$ cat config.mk
export PLATFORM = sky130hd
export DESIGN_NAME = i2c_cmd_regif
export DESIGN_NICKNAME = d
export VERILOG_FILES = /design/src/rtl/i2c_regif_pkg.sv /design/src/rtl/i2c_bus_sync.sv /design/src/rtl/i2c_cmd_regs.sv /design/src/rtl/i2c_cmd_regif.sv
export SDC_FILE = /design/constraint.sdc
export NUM_CORES = 1
export LEC_CHECK = 0
export BUFFER_PORTS_ARGS = -buffer_cell sky130_fd_sc_hd__buf_2
export CAP_MARGIN = 20
export CORE_ASPECT_RATIO = 0.75
export CORE_MARGIN = 4
export CORE_UTILIZATION = 30
export DETAILED_ROUTE_END_ITERATION = 8
export PLACE_DENSITY = 0.57
export SYNTH_ARGS = -nofsm -noshare
export SYNTH_HDL_FRONTEND = slang
export SYNTH_SLANG_ARGS = --single-unit
$ cat constraint.sdc
create_clock -name clk_i -period 2 [get_ports clk_i]
set_input_delay 0.2 -clock clk_i [delete_from_list [all_inputs] [get_ports clk_i]]
set_output_delay 0.2 -clock clk_i [all_outputs]
set_load 0.05 [all_outputs]
$ cat src/rtl/i2c_regif_pkg.sv
package i2c_regif_pkg;
  localparam int BYTE_W = 8;
  localparam int PTR_W  = 2;
  localparam int STRAP_W = 4;
  localparam logic [2:0] ADDR_FIXED = 3'b111;

  localparam logic [PTR_W-1:0] PTR_IE    = 2'd0;
  localparam logic [PTR_W-1:0] PTR_CTRL  = 2'd1;
  localparam logic [PTR_W-1:0] PTR_ISTAT = 2'd2;

  typedef enum logic [2:0] {
    ST_IDLE,
    ST_RX,
    ST_ACK,
    ST_TX,
    ST_MACK,
    ST_WAIT
  } bus_state_e;

  typedef enum logic [1:0] {
    RX_ADDR,
    RX_CMD,
    RX_DATA
  } rx_kind_e;
endpackage

$ cat src/rtl/i2c_bus_sync.sv
module i2c_bus_sync #(
  parameter int STAGES = 2
) (
  input  logic clk_i,
  input  logic rst_ni,
  input  logic scl_i,
  input  logic sda_i,
  output logic scl_o,
  output logic sda_o,
  output logic start_o,
  output logic stop_o,
  output logic scl_rise_o,
  output logic scl_fall_o
);
  logic [STAGES-1:0] scl_pipe, sda_pipe;
  logic scl_d, sda_d;

  always_ff @(posedge clk_i or negedge rst_ni) begin
    if (!rst_ni) begin
      scl_pipe <= '1;
      sda_pipe <= '1;
      scl_d    <= 1'b1;
      sda_d    <= 1'b1;
    end else begin
      scl_pipe <= {scl_pipe[STAGES-2:0], scl_i};
      sda_pipe <= {sda_pipe[STAGES-2:0], sda_i};
      scl_d    <= scl_pipe[STAGES-1];
      sda_d    <= sda_pipe[STAGES-1];
    end
  end

  assign scl_o      = scl_pipe[STAGES-1];
  assign sda_o      = sda_pipe[STAGES-1];
  // data edges qualify only with SCL high on both samples
  assign start_o    = scl_o & scl_d & sda_d & ~sda_o;
  assign stop_o     = scl_o & scl_d & ~sda_d & sda_o;
  assign scl_rise_o = scl_o & ~scl_d;
  assign scl_fall_o = ~scl_o & scl_d;
endmodule

$ cat src/rtl/i2c_cmd_regs.sv
module i2c_cmd_regs
  import i2c_regif_pkg::*;
(
  input  logic              clk_i,
  input  logic              rst_ni,
  input  logic [BYTE_W-1:0] byte_i,
  input  logic              cmd_we_i,
  input  logic              wr_en_i,
  input  logic              rd_adv_i,
  input  logic [BYTE_W-1:0] istat_i,
  output logic              cmd_ok_o,
  output logic [PTR_W-1:0]  ptr_o,
  output logic [BYTE_W-1:0] rd_data_o,
  output logic [BYTE_W-1:0] ie_o,
  output logic [BYTE_W-1:0] ctrl_o
);
  logic             ai_q;
  logic [PTR_W-1:0] ptr_q;
  logic [BYTE_W-1:0] ie_q, ctrl_q;

  assign cmd_ok_o = (byte_i[7:5] == 3'b000) && (byte_i[3:2] == 2'b00) &&
                    (byte_i[1:0] != 2'b11);

  always_ff @(posedge clk_i or negedge rst_ni) begin
    if (!rst_ni) begin
      ai_q   <= 1'b0;
      ptr_q  <= PTR_IE;
      ie_q   <= '0;
      ctrl_q <= '0;
    end else if (cmd_we_i) begin
      ai_q  <= byte_i[4];
      ptr_q <= byte_i[PTR_W-1:0];
    end else if (wr_en_i) begin
      if (ptr_q == PTR_IE) ie_q <= byte_i;
      else                 ctrl_q <= byte_i;
      // write side saturates at the read-only slot
      if (ai_q && ptr_q != PTR_ISTAT) ptr_q <= ptr_q + 2'd1;
    end else if (rd_adv_i && ai_q) begin
      ptr_q <= (ptr_q == PTR_ISTAT) ? PTR_IE : ptr_q + 2'd1;
    end
  end

  always_comb begin
    unique case (ptr_q)
      PTR_IE:    rd_data_o = ie_q;
      PTR_CTRL:  rd_data_o = ctrl_q;
      PTR_ISTAT: rd_data_o = istat_i;
      default:   rd_data_o = '0;
    endcase
  end

  assign ptr_o  = ptr_q;
  assign ie_o   = ie_q;
  assign ctrl_o = ctrl_q;

  AST_PTR_LEGAL: assert property (@(posedge clk_i) disable iff (!rst_ni)
    ptr_q != 2'b11);
  AST_NO_ISTAT_WR: assert property (@(posedge clk_i) disable iff (!rst_ni)
    !(wr_en_i && ptr_q == PTR_ISTAT));
  AST_RD_WRAP: assert property (@(posedge clk_i) disable iff (!rst_ni)
    (rd_adv_i && ai_q && ptr_q == PTR_ISTAT) |=> ptr_q == PTR_IE);
  AST_NOAI_HOLD: assert property (@(posedge clk_i) disable iff (!rst_ni)
    (rd_adv_i && !ai_q) |=> $stable(ptr_q));
endmodule

$ cat src/rtl/i2c_cmd_regif.sv
module i2c_cmd_regif
  import i2c_regif_pkg::*;
#(
  parameter int SYNC_STAGES = 2
) (
  input  logic              clk_i,
  input  logic              rst_ni,
  input  logic              scl_i,
  input  logic              sda_i,
  output logic              sda_oe_o,
  input  logic [STRAP_W-1:0] strap_i,
  input  logic [BYTE_W-1:0] istat_i,
  output logic [BYTE_W-1:0] ie_o,
  output logic [BYTE_W-1:0] ctrl_o
);
  logic scl_s, sda_s, start_p, stop_p, scl_rise, scl_fall;

  i2c_bus_sync #(.STAGES(SYNC_STAGES)) u_sync (
    .clk_i, .rst_ni, .scl_i, .sda_i,
    .scl_o(scl_s), .sda_o(sda_s), .start_o(start_p), .stop_o(stop_p),
    .scl_rise_o(scl_rise), .scl_fall_o(scl_fall)
  );

  bus_state_e        state_q;
  rx_kind_e          kind_q;
  logic [2:0]        bit_q;
  logic              done_q, rd_q, mack_q, oe_q;
  logic [BYTE_W-1:0] sh_q, tx_q;

  logic              cmd_ok, byte_end, ack_ok, cmd_we, wr_en, rd_adv;
  logic [PTR_W-1:0]  ptr;
  logic [BYTE_W-1:0] rd_data;

  assign byte_end = (state_q == ST_RX) && scl_fall && done_q;

  always_comb begin
    unique case (kind_q)
      RX_ADDR: ack_ok = (sh_q[7:1] == {ADDR_FIXED, strap_i});
      RX_CMD:  ack_ok = cmd_ok;
      default: ack_ok = (ptr != PTR_ISTAT);
    endcase
  end

  assign cmd_we = byte_end && kind_q == RX_CMD && cmd_ok;
  assign wr_en  = byte_end && kind_q == RX_DATA && ptr != PTR_ISTAT;
  assign rd_adv = (state_q == ST_MACK) && scl_rise;

  i2c_cmd_regs u_regs (
    .clk_i, .rst_ni, .byte_i(sh_q), .cmd_we_i(cmd_we), .wr_en_i(wr_en),
    .rd_adv_i(rd_adv), .istat_i, .cmd_ok_o(cmd_ok), .ptr_o(ptr),
    .rd_data_o(rd_data), .ie_o, .ctrl_o
  );

  always_ff @(posedge clk_i or negedge rst_ni) begin
    if (!rst_ni) begin
      state_q <= ST_IDLE;
      kind_q  <= RX_ADDR;
      bit_q   <= '0;
      done_q  <= 1'b0;
      rd_q    <= 1'b0;
      mack_q  <= 1'b0;
      oe_q    <= 1'b0;
      sh_q    <= '0;
      tx_q    <= '0;
    end else if (start_p) begin
      state_q <= ST_RX;
      kind_q  <= RX_ADDR;
      bit_q   <= '0;
      done_q  <= 1'b0;
      oe_q    <= 1'b0;
    end else if (stop_p) begin
      state_q <= ST_IDLE;
      oe_q    <= 1'b0;
    end else begin
      unique case (state_q)
        ST_RX: begin
          if (scl_rise) begin
            sh_q  <= {sh_q[BYTE_W-2:0], sda_s};
            bit_q <= bit_q + 3'd1;
            if (bit_q == 3'd7) done_q <= 1'b1;
          end else if (byte_end) begin
            done_q <= 1'b0;
            bit_q  <= '0;
            if (kind_q == RX_ADDR) rd_q <= sh_q[0];
            if (ack_ok) begin
              oe_q    <= 1'b1;
              state_q <= ST_ACK;
            end else begin
              state_q <= ST_WAIT;
            end
          end
        end
        ST_ACK: begin
          if (scl_fall) begin
            if (kind_q == RX_ADDR && rd_q) begin
              tx_q    <= rd_data;
              oe_q    <= ~rd_data[BYTE_W-1];
              bit_q   <= '0;
              state_q <= ST_TX;
            end else begin
              oe_q    <= 1'b0;
              kind_q  <= (kind_q == RX_ADDR) ? RX_CMD : RX_DATA;
              state_q <= ST_RX;
            end
          end
        end
        ST_TX: begin
          if (scl_fall) begin
            if (bit_q == 3'd7) begin
              oe_q    <= 1'b0;
              state_q <= ST_MACK;
            end else begin
              tx_q  <= {tx_q[BYTE_W-2:0], 1'b0};
              oe_q  <= ~tx_q[BYTE_W-2];
              bit_q <= bit_q + 3'd1;
            end
          end
        end
        ST_MACK: begin
          if (scl_rise) begin
            mack_q <= ~sda_s;
          end else if (scl_fall) begin
            if (mack_q) begin
              tx_q    <= rd_data;
              oe_q    <= ~rd_data[BYTE_W-1];
              bit_q   <= '0;
              state_q <= ST_TX;
            end else begin
              state_q <= ST_WAIT;
            end
          end
        end
        default: ;
      endcase
    end
  end

  assign sda_oe_o = oe_q;

  AST_OE_SCL_LOW: assert property (@(posedge clk_i) disable iff (!rst_ni)
    (oe_q && !$past(oe_q)) |-> !scl_s);
  AST_WAIT_RELEASED: assert property (@(posedge clk_i) disable iff (!rst_ni)
    (state_q == ST_WAIT) |-> !sda_oe_o);
  AST_ACK_AFTER_BYTE: assert property (@(posedge clk_i) disable iff (!rst_ni)
    (state_q == ST_ACK && $past(state_q) == ST_RX) |-> $past(done_q));
endmodule

==> reports/qor.yml <==
critical_path:
  crit_arrival_ps: 2100
  r2r_end: "tx_q[3]"
  worstSetupEndpointType: "register"
  r2r_start: "state_q[0]"
  cp_slowest_cell: "or4b_1"
  worst-setup-path-type: "reg2reg"
  worstRegToRegCells: 5
  crit_path_end: "tx_q[3]"
  cp-start-kind: "register"
  r2r_slack_ps: 80
  crit_fanout: 7
  cp.required_ps: 2180
  slowest_delay_ps: 590
  crit_chain: "or4b_1 -> nand3_2 -> nand2_2 -> nor2_4 -> mux2_2"
  cp-startpoint: "state_q[0]"
cells_and_area:
  fin_area_um2: 3280
  diodes: 0
  fin_nets: 315
  layout_common_cells: "46 x dfrtp_1, 32 x buf_2, 31 x mux2_2"
  drive_gt1_share_pct: 35.2
  final_common_cell: "dfrtp_1"
  area_growth_pct: 21.8
sta:
  max_slew_margin_pct: 69.6
  drv_slew: 0
  rsz0062_at_grt: "yes"
  fin_hold_ws_ps: 350
  timing.final.crit_period_ps: 1920
  clock-skew-final_ps: 5.17
  setup_viol: 0
  hold_viol: 0
  fin_crit_sh_pct: 96.2
  worst_slew_pin_slew_ps: 452
  fmax_ghz: 0.520
routing:
  viasPerCell: 5.15
  antenna_left: 0
  remaining_drc_errors: 0
  wire_per_inst_um: 16.0
  firstDrtPassIters: 4
  drt_iter0_markers: 116
  wirelength_um: 6520
  vias: 2091
synth:
  postSynthAreaPerCell_um2: 11.0
  syn_nets: 263
  synth_top_family_by_area: "multiplexers"
  synthSimpleGateAreaFrac_pct: 14.0
  synth.area.top_cells: "dfrtp_1 43%, mux2_2 13%, dfstp_2 5.9%"
  yosysSeqAreaShare_pct: 48.6
  synth_top_area_cell: "dfrtp_1"
  synth_cell_types: 47
  yosysWarnings: 0
  ys_seq_elements: 52
  synth_compound_area_share_pct: 12.5
  syn_area_um2: 2690
  synthXorXnorAreaFrac_pct: 1.30
  yosys-mux-area-fraction_pct: 19.4
  synth_top_area_share_pct: 42.8
  synth_fa_ha_area_share_pct: 0.930
  synthCells: 245
die:
  dieWidth_um: 117
  die_area_um2: 10600
  rows: 29
  io_pins: 33
  start_util_pct: 31.3
  coreArea_um2: 8600
  die_h_um: 90.0
placed_design:
  portBuffers: 32
  dp_hpwl_um: 4950
  gp_congestion: 0.866
  placed_cell_area_um2: 3080
pwr:
  ir_drop_v: 0.000407
  power_density_nw_per_um2: 1180
  total_power_mw: 3.86
  total_leakage_power_nw: 1.55
clock_tree:
  htree_num_levels: 2
  cts_buffer_depth: 2
  clk_latency_ps: 290
  cts_buffers: 5
  cts_setup_buffers: 0
  cts_root_buf: "clkbuf_16"
  clk_pin_slew_worst_paths_ps: 70
  cts_tree: "done"
  clock_sinks: 52
global_routing:
  grt_pass1_wl_um: 11100
  track_usage_pct: 13.0
  grt_pass1_vias: 2078
  grt_max_degree: 27
  antenna_found_initial: 0
  grt-ovfl-total: 0
worst_hold_path:
  hp-class: "in2async"
status:
  status: "finished clean"
flow_run:
  cap_violations: 0
-- kinds of logic (layout without fill, tap and decap cells) --
logic type	after synthesis	count (layout)
compound gates	50	50
xor+xnor	4	4
fa+ha+maj	2	2
buf+inv	19	72
flops	52	52
mux	48	48
simple gates	70	70
-- registers in the layout, summed over array words and instances, names as in the netlist --
signal / cells
u_regs.ctrl_o: 8
rd_q: 1
tx_q: 7
u_sync.sda_pipe: 2
kind_q: 2
sh_q: 8
state_q: 3
bit_q: 3
u_regs.ai_q: 1
sda_oe_o: 1
u_sync.sda_d: 1
mack_q: 1
u_regs.ie_o: 8
done_q: 1
u_regs.ptr_o: 2
u_sync.scl_pipe: 2
u_sync.scl_d: 1
-- cell usage after synthesis, drive strengths merged --
cell type,instances
o211ai,1
inv,10
nor3,5
or2,1
clkbuf,4
o21ai,10
and2b,1
a31oi,3
buf,5
nand3b,1
a21o,1
dfstp,6
nor2,24
o221ai,1
o21a,2
nor4,2
nand2,13
a221oi,1
nand3,5
ha,2
o41a,1
nor2b,3
a32o,4
or4b,1
o41ai,1
nand2b,8
nor3b,2
a21oi,22
dfrtp,46
xnor2,4
nand4,2
o311a,1
a211oi,1
mux2i,15
o22ai,1
nor4b,1
nand4b,1
mux2,33
-- worst min-delay path by stage --
stage	slack (ps)	cells after the start	start	endpoint
4_1_cts	360	2	rst_ni	sda_oe_o
5_1_grt	360	0	u_sync.sda_pipe[0]	u_sync.sda_pipe[1]
6_report	350	2	rst_ni	sda_oe_o
2_1_floorplan	-100	0	rst_ni	bit_q[0]
3_3_place_gp	120	1	rst_ni	sda_oe_o
3_5_place_dp	120	1	rst_ni	sda_oe_o
-- layout make-up --
class | count | area (um^2)
timing repair buffer | 54 | 333
inverter | 10 | 37.5
clock buffer | 6 | 129
fill | 836 | 5320
clock inverter | 2 | 16.3
multi-input combinational | 174 | 1320
tap | 108 | 135
sequential | 52 | 1310
-- through the flow --
step | utilization [%] | instances | setup TNS (ps) | setup slack (ps)
CTS | 37.9 | 406 | 0 | 14.8
floorplan | - | 245 | 0 | 171
detailed placement | 35.8 | 395 | 0 | 20.7
global placement | 35.8 | 395 | 0 | 34.3
global route | 38.1 | 406 | -112 | -22.9
finish | 38.1 | 406 | 0 | 75.7
-- worst max-delay path: cells and delay by family (launching register included) --
| kind | cells | cell delay (ps) |
|---|---|---|
| AND/OR/NAND/NOR | 4 | 1040 |
| multiplexers | 1 | 370 |
| flip-flops | 1 | 400 |
-- what timing repair did --
action	CTS	global route
setup endpoints to repair	0	10
endpoints found under the hold margin	14	0
hold buffers	3	0
gates resized for setup	0	6
-- power by group --
| group | switching, mW | leakage (nW) | internal, mW |
|---|---|---|---|
| Combinational | 0.805 | 0.805 | 0.646 |
| Clock | 0.392 | 0.0671 | 0.467 |
| Sequential | 0.272 | 0.680 | 1.28 |
| Total | 1.47 | 1.55 | 2.39 |
-- layer usage --
layer | global-route usage [%] | part of all wire [%]
met1 | 19.2 | 49
met2 | 18.9 | 43
met3 | 3.45 | 6.2
met4 | 2.93 | 0.97
met5 | 0 | 0
(Power assumes the default switching activity.)
